File: config.mk
export PLATFORM = sky130hd
export DESIGN_NAME = sr_round_stage
export DESIGN_NICKNAME = d
export VERILOG_FILES = /design/src/rtl/sr_round_pkg.sv /design/src/rtl/sr_draw_gen.sv /design/src/rtl/sr_frac_cmp.sv /design/src/rtl/sr_mant_inc.sv /design/src/rtl/sr_round_stage.sv
export SDC_FILE = /design/constraint.sdc
export NUM_CORES = 1
export LEC_CHECK = 0
export BUFFER_PORTS_ARGS = -buffer_cell sky130_fd_sc_hd__clkbuf_2
export CORE_MARGIN = 4
export CORE_UTILIZATION = 63
export CTS_CLUSTER_DIAMETER = 50
export DETAILED_ROUTE_END_ITERATION = 10
export GPL_TIMING_DRIVEN = 1
export PLACE_DENSITY = 0.95
export RECOVER_POWER = 100
export SYNTH_ARGS = -nofsm -noshare
export SYNTH_HDL_FRONTEND = slang
export SYNTH_HIERARCHICAL = 1
export SYNTH_SLANG_ARGS = --single-unit
File: constraint.sdc
create_clock -name clk -period 7.9 [get_ports clk]
set_clock_uncertainty 0.2 [all_clocks]
set_input_delay 0.395 -clock clk [delete_from_list [all_inputs] [get_ports clk]]
set_output_delay 0.395 -clock clk [all_outputs]
set_load 0.02 [all_outputs]
File: src/rtl/sr_round_pkg.sv
package sr_round_pkg;

   // Seed bit positions XORed into the feedback bit.
   localparam int unsigned FB_TAP_A = 0;
   localparam int unsigned FB_TAP_B = 1;
   localparam int unsigned FB_TAP_C = 3;
   localparam int unsigned FB_TAP_D = 12;
   // Bit position of the draw that receives the feedback bit.
   localparam int unsigned FB_INSERT_POS = 15;
   // Smallest seed width that holds every tap and the insert position.
   localparam int unsigned MIN_SEED_W = FB_INSERT_POS + 1;

   // Comparator variants.
   typedef enum logic [0:0] {
      CMP_SHIFT_SUB = 1'b0,   // products of all-ones constants via shift and subtract
      CMP_MULTIPLY  = 1'b1    // generic multiplier operator
   } cmp_style_e;

endpackage

File: src/rtl/sr_draw_gen.sv
module sr_draw_gen
   import sr_round_pkg::*;
#(
   parameter int unsigned SEED_W = 32
) (
   input  logic [SEED_W-1:0] seed,
   output logic [SEED_W-1:0] draw
);

   logic fb_bit;
   logic [SEED_W-1:0] fb_word;

   always_comb begin
      fb_bit  = seed[FB_TAP_A] ^ seed[FB_TAP_B] ^ seed[FB_TAP_C] ^ seed[FB_TAP_D];
      fb_word = '0;
      fb_word[FB_INSERT_POS] = fb_bit;
      draw    = (seed >> 1) | fb_word;
   end

endmodule

File: src/rtl/sr_frac_cmp.sv
module sr_frac_cmp
   import sr_round_pkg::*;
#(
   parameter int unsigned DISC_W     = 16,
   parameter int unsigned SRC_MANT_W = 23,
   parameter int unsigned SEED_W     = 32,
   parameter cmp_style_e  CMP_STYLE  = CMP_SHIFT_SUB
) (
   input  logic [DISC_W-1:0] disc,
   input  logic [SEED_W-1:0] draw,
   output logic              take_up
);

   // Product width: draw * (2^SRC_MANT_W - 1) is the wider of the two sides.
   localparam int unsigned PW = SEED_W + SRC_MANT_W;

   logic [PW-1:0] disc_ext;
   logic [PW-1:0] draw_ext;
   logic [PW-1:0] lhs;
   logic [PW-1:0] rhs;

   assign disc_ext = PW'(disc);
   assign draw_ext = PW'(draw);

   generate
      if (CMP_STYLE == CMP_MULTIPLY) begin : g_mult
         localparam logic [PW-1:0] SEED_MAX = PW'({SEED_W{1'b1}});
         localparam logic [PW-1:0] MANT_MAX = PW'({SRC_MANT_W{1'b1}});
         assign lhs = disc_ext * SEED_MAX;
         assign rhs = draw_ext * MANT_MAX;
      end else begin : g_shsub
         // x * (2^k - 1) == (x << k) - x
         assign lhs = (disc_ext << SEED_W) - disc_ext;
         assign rhs = (draw_ext << SRC_MANT_W) - draw_ext;
      end
   endgenerate

   assign take_up = (lhs <= rhs);

endmodule

File: src/rtl/sr_mant_inc.sv
module sr_mant_inc #(
   parameter int unsigned DST_MANT_W = 7,
   parameter int unsigned DST_EXP_W  = 8
) (
   input  logic                  bump,
   input  logic [DST_EXP_W-1:0]  exp_i,
   input  logic [DST_MANT_W-1:0] mant_i,
   output logic [DST_EXP_W-1:0]  exp_o,
   output logic [DST_MANT_W-1:0] mant_o
);

   localparam logic [DST_MANT_W-1:0] MANT_FULL = {DST_MANT_W{1'b1}};
   localparam logic [DST_EXP_W-1:0]  EXP_FULL  = {DST_EXP_W{1'b1}};

   logic mant_wraps;
   logic exp_sat;

   assign mant_wraps = (mant_i == MANT_FULL);
   assign exp_sat    = (exp_i == EXP_FULL);

   always_comb begin
      exp_o  = exp_i;
      mant_o = mant_i;
      if (bump) begin
         if (mant_wraps) begin
            mant_o = '0;
            if (!exp_sat) begin
               exp_o = exp_i + 1'b1;
            end
         end else begin
            mant_o = mant_i + 1'b1;
         end
      end
   end

endmodule

File: src/rtl/sr_round_stage.sv
module sr_round_stage
   import sr_round_pkg::*;
#(
   parameter int unsigned SRC_MANT_W = 23,
   parameter int unsigned DST_MANT_W = 7,
   parameter int unsigned DST_EXP_W  = 8,
   parameter int unsigned SEED_W     = 32,
   parameter cmp_style_e  CMP_STYLE  = CMP_SHIFT_SUB,
   localparam int unsigned DISC_W    = SRC_MANT_W - DST_MANT_W
) (
   input  logic                  clk,
   input  logic                  rst_n,
   input  logic                  in_valid,
   input  logic                  in_sign,
   input  logic [DST_EXP_W-1:0]  in_exp,
   input  logic [DST_MANT_W-1:0] in_mant,
   input  logic [DISC_W-1:0]     in_disc,
   input  logic [SEED_W-1:0]     in_seed,
   output logic                  out_valid,
   output logic                  out_sign,
   output logic [DST_EXP_W-1:0]  out_exp,
   output logic [DST_MANT_W-1:0] out_mant
);

   // Elaboration-time parameter checks.
   generate
      if (SRC_MANT_W <= DST_MANT_W) begin : g_bad_narrow
         $error("sr_round_stage: source mantissa must be wider than destination");
      end
      if (SEED_W < MIN_SEED_W) begin : g_bad_seed
         $error("sr_round_stage: seed width too small for feedback taps");
      end
      if (DST_EXP_W < 1 || DST_MANT_W < 1) begin : g_bad_dst
         $error("sr_round_stage: destination fields must be non-empty");
      end
   endgenerate

   logic [SEED_W-1:0]     draw;
   logic                  round_up;
   logic [DST_EXP_W-1:0]  exp_next;
   logic [DST_MANT_W-1:0] mant_next;

   sr_draw_gen #(
      .SEED_W (SEED_W)
   ) u_draw (
      .seed (in_seed),
      .draw (draw)
   );

   sr_frac_cmp #(
      .DISC_W     (DISC_W),
      .SRC_MANT_W (SRC_MANT_W),
      .SEED_W     (SEED_W),
      .CMP_STYLE  (CMP_STYLE)
   ) u_cmp (
      .disc    (in_disc),
      .draw    (draw),
      .take_up (round_up)
   );

   sr_mant_inc #(
      .DST_MANT_W (DST_MANT_W),
      .DST_EXP_W  (DST_EXP_W)
   ) u_inc (
      .bump   (round_up),
      .exp_i  (in_exp),
      .mant_i (in_mant),
      .exp_o  (exp_next),
      .mant_o (mant_next)
   );

   always_ff @(posedge clk) begin
      if (!rst_n) begin
         out_valid <= 1'b0;
         out_sign  <= 1'b0;
         out_exp   <= '0;
         out_mant  <= '0;
      end else begin
         out_valid <= in_valid;
         if (in_valid) begin
            out_sign <= in_sign;
            out_exp  <= exp_next;
            out_mant <= mant_next;
         end
      end
   end

endmodule

==> results of run 1 <==
==> power groups by stage <==
stage	clock [uW]	sequential, uW	combinational, uW
finish	66.5	94.6	242
global route	71.2	95.2	268
CTS	67.1	94.7	239
detailed placement	0	96.5	237
global placement	0	96.2	229
floorplan	0	104	173
==> per-layer routing <==
layer / GRT usage (%) / share of wire (%)
met4: 11.1 / 3.9
met3: 3.28 / 7.8
met1: 35.8 / 42
met2: 47.6 / 46
met5: 0 / 0
==> layout by cell type, fill, tap and decap left out, types with 3 or more instances in the layout <==
cell / Yosys / routed
clkbuf_1: 15 / 19
ha_1: 69 / 69
a21o_1: 6 / 6
or3_1: 5 / 5
nand2b_1: 6 / 6
a211oi_1: 6 / 6
and2_1: 5 / 5
nor3_1: 16 / 16
nand3b_1: 4 / 4
nand3_1: 24 / 24
or4_1: 3 / 3
o21ai_0: 23 / 23
mux2i_1: 17 / 17
nand2_1: 53 / 53
nand4_1: 19 / 20
nor2b_1: 17 / 17
mux2_2: 6 / 6
a21oi_1: 39 / 39
a221oi_1: 3 / 3
nor4_1: 11 / 13
and3_1: 5 / 5
clkbuf_2: 0 / 64
xor2_1: 29 / 29
inv_1: 30 / 30
o211ai_1: 5 / 5
clkbuf_8: 0 / 3
xnor2_1: 45 / 45
dfxtp_1: 17 / 17
nor2_1: 39 / 39
conb_1: 2 / 8
==> sequential cells by signal, summed over array words and instances (netlist names) <==
register,count
out_mant,7
out_valid,1
out_exp,8
out_sign,1
==> how the worst max path moves through the flow <==
stage	start	end	slack, ns	cells past startpoint
global placement	in_seed[1]	out_exp[4]	2.20	22
detailed placement	in_seed[1]	out_exp[4]	2.18	22
finish	in_seed[12]	out_exp[7]	1.68	22
CTS	in_seed[1]	out_exp[5]	2.41	21
global route	in_seed[12]	out_exp[7]	1.33	22
floorplan	in_seed[7]	out_exp[4]	3.09	23
==> Yosys cell counts, types with 3 or more instances <==
cell type | n | area share, %
nand4_1 | 19 | 2.7
nor2_1 | 39 | 3.3
a21oi_1 | 39 | 4.4
nand2b_1 | 6 | 0.85
and2_1 | 5 | 0.71
nor2b_1 | 17 | 2.4
a211oi_1 | 6 | 1.0
a21o_1 | 6 | 1.0
nand2_1 | 53 | 4.5
xnor2_1 | 45 | 8.9
nor4_2 | 3 | 0.85
and3_1 | 5 | 0.71
mux2_2 | 6 | 1.5
o211ai_1 | 5 | 0.85
o21ai_0 | 23 | 2.6
a221oi_1 | 3 | 0.59
nand3b_1 | 4 | 0.68
or3_1 | 5 | 0.71
inv_1 | 30 | 2.5
nor3_1 | 16 | 1.8
nor4_1 | 11 | 1.6
dfxtp_1 | 17 | 7.7
ha_1 | 69 | 19
buf_4 | 31 | 5.3
or4_1 | 3 | 0.51
clkbuf_1 | 15 | 1.3
xor2_1 | 29 | 5.7
mux2i_1 | 17 | 3.8
nand3_1 | 24 | 2.7
==> final cells by class <==
type,instances,share of cell area [%]
clock inverters,1,0.108
well taps,96,2.59
inverters,31,2.50
clock buffers,3,0.889
multi-input cells,503,78.2
flip-flops and latches,17,7.33
repair buffers,83,8.43
==> tightest hold or removal path: stages <==
cell and delay, ns:
clkbuf_2 0.07, mux2i_1 0.05, nor2b_1 0.11
==> logic make-up (layout without fill, tap and decap cells) <==
family,Yosys count,after routing,synth area share [%]
AOI/OAI and AO/OA,100,100,13.8
xor gates and xnor gates,74,74,14.6
adders and majority gates,69,69,19.5
buffers and inverters,81,118,10.2
DFF,17,17,7.68
muxes,24,24,5.62
other,2,8,0.170
and+or+nand+nor,228,228,28.4
==> through the flow <==
stage / instances / area, um^2 / setup slack [ns] / hold WS (ns) / total power (uW)
after floorplan: 601 / 4450 / 3.09 / 0.323 / 277
after global placement: 730 / 4650 / 2.20 / 0.296 / 325
final: 734 / 4650 / 1.68 / 0.219 / 403
after global routing: 734 / 4650 / 1.33 / 0.281 / 435
after CTS: 734 / 4700 / 2.41 / 0.220 / 401
after detailed placement: 730 / 4650 / 2.18 / 0.309 / 334
==> results.yml, run 1 <==
yosys:
  synth_area_um2: 4430
  synth_edf_count: 0
  syn_area_per_cell_um2: 7.44
  synthCells: 595
  synthFlopType: "dfxtp_1"
  synthArstFlopShare_pct: 0
  synth_cell_types: 63
  ys_seq_elements: 17
  ys_seq_area_share_pct: 7.68
  yosys_warnings: 6
pwr:
  combPwrFrac_pct: 60.0
  p_leak_uw: 0.00198
  intPower_uw: 225
  ir_drop_v: 0.0000993
  switching_share_pct: 44.3
  p_switching_uw: 179
  power_density_nw_per_um2: 86.8
  p_seq_share_pct: 23.5
  clkPwrFrac_pct: 16.5
worst_hold_path:
  holdCritStartpoint: "in_sign"
  hold_class: "input pin to flop"
  hold_end: "out_sign"
  hold_depth: 3
layout:
  seqCellArea_um2: 340
  final_util_pct: 68.4
  num_antenna_cells: 0
  drive_gt1_share_pct: 14.7
  syn_to_final_growth_pct: 4.89
  multi_input_area_um2: 3630
  num-fill-cells: 579
  nets: 775
routing:
  dr.pass1.iters: 5
  post-route-drc-count: 0
  ant_nets: 0
  viasPerCell: 6.15
  via_count: 4516
  wl_per_cell_um: 16.6
  routed_wl_um: 12200
  drtIter0Drc: 382
die:
  chipHeight_um: 91.9
  start_util_pct: 65.2
  num_rows: 30
  dieWidth_um: 91.9
  die_area_um2: 8440
  core_um2: 6790
  pin_count: 84
worst_setup_path:
  timing.rr.start: "out_mant[0]"
  crit_chain: "clkbuf_1, xor2_1, xnor2_1, nand2b_1, nor4_1, nand4_1, o21ai_0, a311oi_1, nand3_1, xor2_1, ha_1, nand4_1, nor4_1, nand4_1, mux2_2, nand2_1, nand3_1, nor4_1, nand3_1, mux2_1, mux2i_1, nor2b_1"
  regToRegSetupSlack_ns: 7.05
  arrival_ns: 6.16
  critPathKind: "input pin to flop"
  critPathTopFamily: "simple AND/OR/NAND/NOR gates"
  r2r-end: "out_mant[0]"
  timing.critical_path.buf_inv: 1
  cpMaxStageDelayCell: "nor4_1"
  end_kind: "flop"
  critPathMaxFanout: 8
  critPathMaxStageDelay_ns: 0.73
  reg2reg_depth: 2
  cp-start-kind: "input pin"
  crit_required_ns: 7.84
flow_run:
  maxCapViolations: 0
timing:
  period_needed_ns: 6.22
  max_freq_mhz: 161
  slew_headroom_pct: 25.5
  slew_violations: 0
  worst_pin_slew_ns: 1.12
  min_period_over_period_pct: 78.7
  tns_ns: 0
  hold_viol: 0
  grt_setup_unrepaired: "no"
  setup_violations: 0
global_route:
  grt-ovfl-total: 0
  grt_max_degree: 18
  grt_use_total_pct: 28.0
  grt_antenna_before_repair: 0
  grt_pass1_vias: 4321
  grt_first_pass_wirelength_um: 19600
placement:
  gp_routability_congestion: 0.995
  hpwl_um: 10200
  port_buffers: 83
cts:
  root_buffer: "clkbuf_8"
  clk_latency_ns: 0.26
  post-cts-setup-buffers: 0
  post_cts_resized: 0
  cts_tree: "done"
  htree_levels: 1
  postCtsHoldBufs: 0
  path_clk_slew_ns: 0.06
  clk_path_buf_depth: 2
  cts_made_buffers: 3
  cts.sinks: 17
outcome:
  status: "finished clean"
No activity file was read; power rests on OpenSTA's default activity.
==> inputs of run 2 (changes only) <==
Settings changed: CORE_UTILIZATION 63 to 58.
Clock period 7.9 ns to 6.23 ns, I/O delays scaled along.
==> run 2 against run 1 <==
Against the previous run: first-iteration DRC count down 23%; combinational power up 27%; critical endpoint is now out_exp[4]; sequential cell count stayed put; sequential power grew 27%; highest routed layer unchanged; final area increased by 0.54%; utilization is 4.7 points lower; power rose by 26%.
==> results.yml, run 2 (synthesis results as in run 1) <==
placement:
  dp.cells: 733
  preCtsSetupSlack_ns: 0.358
  hpwl_um: 10600
  placed_cell_area_um2: 4650
  gp_routability_congestion: 0.985
  port_buffers: 83
cts:
  root_buffer: "clkbuf_8"
  clk_latency_ns: 0.25
  htree_levels: 1
  cts_made_buffers: 3
  cts_tree: "done"
  clk_path_buf_depth: 2
  post_cts_resized: 0
  cts.sinks: 17
  post-cts-setup-buffers: 0
  postCtsHoldBufs: 0
  path_clk_slew_ns: 0.06
outcome:
  status: "finished clean"
timing:
  setup_violations: 0
  grt_setup_unrepaired: "no"
  tns_ns: 0
  max_freq_mhz: 170
  min_period_over_period_pct: 94.5
  finalWorstSetupSlack_ns: 0.342
  period_needed_ns: 5.89
  hold_viol: 0
  worst_pin_slew_ns: 1.18
  slew_headroom_pct: 21.5
  slew_violations: 0
die:
  die_area_um2: 9100
  start_util_pct: 60.4
  num_rows: 31
  chipHeight_um: 95.4
  pin_count: 84
  dieWidth_um: 95.4
  core_um2: 7330
layout:
  top_register: "out_exp"
  layout_common_cells: "ha_1, clkbuf_2, nand2_1"
  num_antenna_cells: 0
  drive_gt1_share_pct: 15.0
  final_cell_area_um2: 4670
  nets: 775
  syn_to_final_growth_pct: 5.45
  finalNonFillerCells: 737
  num-fill-cells: 645
  largest_register_ffs: 8
  reg_top3: "out_exp x8, out_mant x7"
  layout_commonest_cell: "ha_1"
  final_util_pct: 63.7
global_route:
  grt_use_total_pct: 27.1
  grt_max_degree: 18
  grt_antenna_before_repair: 0
  grt-ovfl-total: 0
  grt_first_pass_wirelength_um: 20000
  grt_pass1_vias: 4521
routing:
  wl_per_cell_um: 16.8
  drtIter0Drc: 295
  viasPerCell: 6.12
  dr.pass1.iters: 4
  routed_wl_um: 12400
  via_count: 4513
  ant_nets: 0
  post-route-drc-count: 0
worst_setup_path:
  crit_top_cell: "nand4_1"
  cpMaxStageDelayCell: "nor4_1"
  critPathTopFamily: "simple AND/OR/NAND/NOR gates"
  critPathMaxFanout: 8
  crit_chain: "clkbuf_2, xor2_1, xnor2_1, nand2b_1, nor4_2, nand4_1, o21ai_0, a311oi_1, nand3_1, xor2_1, ha_1, nand4_1, nor4_1, nand4_1, mux2_2, nand2_1, nand4_1, nor2_1, nand4_1, mux2_2, mux2i_1, nor2b_1"
  crit_required_ns: 6.17
  cp-start-kind: "input pin"
  critPathMaxStageDelay_ns: 0.62
  end_kind: "flop"
  critPathKind: "input pin to flop"
  timing.critical_path.buf_inv: 1
  arrival_ns: 5.83
pwr:
  ir_drop_v: 0.000160
  p_leak_uw: 0.00199
  power_density_nw_per_um2: 109
flow_run:
  maxCapViolations: 0
worst_hold_path:
  hold_class: "input pin to flop"
-- run 2: cell types whose count changed in the layout (fill, tap and decap cells not counted), sizes merged --
cell | previous run | this run
clkinv | 1 | 0
clkbuf | 86 | 87
-- run 2: report_power, final --
| part | internal, uW | switching (uW) |
|---|---|---|
| logic | 124 | 183 |
| clock network | 45.3 | 35.6 |
| registers | 116 | 3.80 |
| total | 286 | 223 |
-- run 2: cell type report --
class	instances	area, um^2	area share (%)
multi-input cells	503	3650	78.2
repair buffers	83	393	8.41
flip-flops and latches	17	340	7.29
well taps	99	124	2.65
inverters	31	116	2.49
clock buffers	4	45.0	0.964
-- run 2: worst register-to-register path, delay by kind of cell, from the launching register on --
family	cells	cell delay, ns
flip-flops	1	0.32
multiplexers	1	0.16
AND/OR/NAND/NOR	1	0.07
-- run 2: layer usage --
layer | up-vias | track usage [%] | share of wire, % | wire [um]
met3 | 34 | 3.00 | 6.6 | 823
met2 | 206 | 49.9 | 48 | 5980
met1 | 2089 | 32.2 | 42 | 5200
met4 | 0 | 10.1 | 3.2 | 402
met5 | - | 0 | 0 | 0
li1 | 2184 | - | - | -
-- run 2: path summary, 6_finish.rpt --
check                    from          end  slack [ns]  cells after the start
setup / recovery  in_seed[12]   out_exp[4]        0.34                     22
hold reg to reg   out_mant[0]  out_mant[0]        0.33                      2
setup reg to reg   out_exp[2]   out_exp[2]        5.37                      2
hold / removal        in_sign     out_sign        0.15                      3
-- run 2: through the flow --
stage | total power, uW | hold WS [ns]
after detailed placement | 425 | 0.319
after global routing | 549 | 0.190
after floorplan | 351 | 0.240
after global placement | 411 | 0.297
final | 508 | 0.153
after CTS | 506 | 0.163
==> inputs of run 3 (changes only) <==
Settings changed: CORE_UTILIZATION 58 to 30, CTS_BUF_LIST set to sky130_fd_sc_hd__clkbuf_8, PLACE_DENSITY 0.95 to 0.6.
==> run 3 against run 2 <==
Against the previous run: sequential power about the same; clock power up 2%; setup slack improved by 0.034 ns; utilization shrank 31 points; highest routed layer unchanged; wire length is 1.2% higher; largest cell class unchanged; non-clock buffer count up 1.
==> results.yml, run 3 (synthesis results as in run 1) <==
worst_setup_path:
  crit_chain: "clkbuf_2, xor2_1, xnor2_1, nand2b_1, nor4_2, and4_1, a21oi_1, o21ai_1, nand2b_1, xor2_1, ha_1, nand4_1, nor4_1, nand4_1, mux2_2, nand2_1, nand4_2, nor2_1, nand4_1, mux2_2, mux2i_1, nor2b_1"
  cp-start-kind: "input pin"
  cpMaxStageDelayCell: "nor4_1"
  crit_top_cell: "nand4_1"
  critPathKind: "input pin to flop"
  end_kind: "flop"
  critPathMaxStageDelay_ns: 0.79
  arrival_ns: 5.80
  critPathTopFamily: "simple AND/OR/NAND/NOR gates"
  crit_required_ns: 6.18
  critPathMaxFanout: 8
  timing.critical_path.buf_inv: 1
timing:
  grt_setup_unrepaired: "no"
  min_period_over_period_pct: 94.0
  setup_violations: 0
  hold_slack_ns: 0.117
  worst_pin_slew_ns: 1.19
  period_needed_ns: 5.85
  slew_headroom_pct: 20.3
  slew_violations: 0
  max_freq_mhz: 171
  hold_viol: 0
  tns_ns: 0
  finalWorstSetupSlack_ns: 0.376
layout:
  nets: 776
  multi_input_area_um2: 3660
  syn_to_final_growth_pct: 8.19
  reg_top3: "out_exp x8, out_mant x7"
  num_antenna_cells: 0
  layout_commonest_cell: "ha_1"
  largest_register_ffs: 8
  drive_gt1_share_pct: 15.5
  final_util_pct: 33.1
  num-fill-cells: 1574
  top_register: "out_exp"
  layout_common_cells: "ha_1, clkbuf_2, nand2_1"
  seqCellArea_um2: 340
global_route:
  grt_first_pass_wirelength_um: 19700
  grt_use_total_pct: 14.4
  grt_pass1_vias: 3903
  grt_antenna_before_repair: 0
  grt-ovfl-total: 0
  grt_max_degree: 18
routing:
  drtIter0Drc: 317
  via_count: 4219
  post-route-drc-count: 0
  wl_per_cell_um: 15.2
  routed_wl_um: 12500
  dr.pass1.iters: 5
  viasPerCell: 5.13
  ant_nets: 0
cts:
  postCtsHoldBufs: 0
  cts_made_buffers: 3
  post-cts-setup-buffers: 0
  cts_tree: "done"
  htree_levels: 1
  post_cts_resized: 0
  cts.sinks: 17
  clk_latency_ns: 0.25
  clk_path_buf_depth: 2
  path_clk_slew_ns: 0.07
  root_buffer: "clkbuf_8"
die:
  start_util_pct: 30.6
  core_um2: 14500
  chipHeight_um: 130
  pin_count: 84
  dieWidth_um: 130
  die_area_um2: 16800
  num_rows: 44
pwr:
  power_density_nw_per_um2: 106
  p_seq_share_pct: 23.6
  p_switching_uw: 223
  combPwrFrac_pct: 60.0
  p_leak_uw: 0.00200
  ir_drop_v: 0.000114
  clkPwrFrac_pct: 16.4
  switching_share_pct: 43.9
  intPower_uw: 284
worst_hold_path:
  hold_class: "input pin to flop"
outcome:
  status: "finished clean"
placement:
  gp_routability_congestion: 0.917
  preCtsSetupSlack_ns: 0.219
  hpwl_um: 10900
  port_buffers: 83
flow_run:
  maxCapViolations: 0
==> run 3: cell types whose count changed in the layout (fill, tap and decap cells not counted), sizes merged <==
cell    delta
buf        +1
clkbuf     -1
clkinv     +1
==> run 3: through the flow <==
step | cells | area [um^2] | total power, uW
finish | 823 | 4790 | 507
global route | 823 | 4790 | 553
CTS | 823 | 4810 | 508
detailed placement | 819 | 4770 | 425
global placement | 819 | 4770 | 424
floorplan | 601 | 4450 | 351
==> run 3: layout make-up <==
type | count | share of cell area (%)
multi-input combinational | 503 | 76.3
timing repair buffer | 84 | 8.36
sequential | 17 | 7.10
tap | 184 | 4.80
inverter | 31 | 2.43
clock buffer | 3 | 0.862
clock inverter | 1 | 0.104
==> run 3: final timing paths <==
path                from     endpoint  slack, ns  cells after the start
max          in_seed[12]   out_exp[4]       0.38                     22
min              in_sign     out_sign       0.12                      3
max reg2reg  out_mant[6]  out_mant[6]       5.41                      2
min reg2reg     out_sign     out_sign       0.32                      2
==> run 3: tightest hold or removal path, stage by stage <==
cell and delay [ns]:
clkbuf_2 0.07, mux2i_1 0.05, nor2b_1 0.09
==> run 3: power groups by stage <==
stage	Combinational (uW)	Clock (uW)	Sequential (uW)
6_report	304	82.9	120
3_5_place_dp	302	0	122
4_1_cts	304	84.5	120
2_1_floorplan	220	0	131
5_1_grt	342	89.9	121
3_3_place_gp	301	0	122
==> run 3: routing by layer <==
metal,routed length (um),vias up,GRT usage (%)
li1,-,2183,-
met1,5990,1903,21.0
met2,5660,127,23.6
met3,823,6,1.65
met4,72,0,1.47
met5,0,-,0
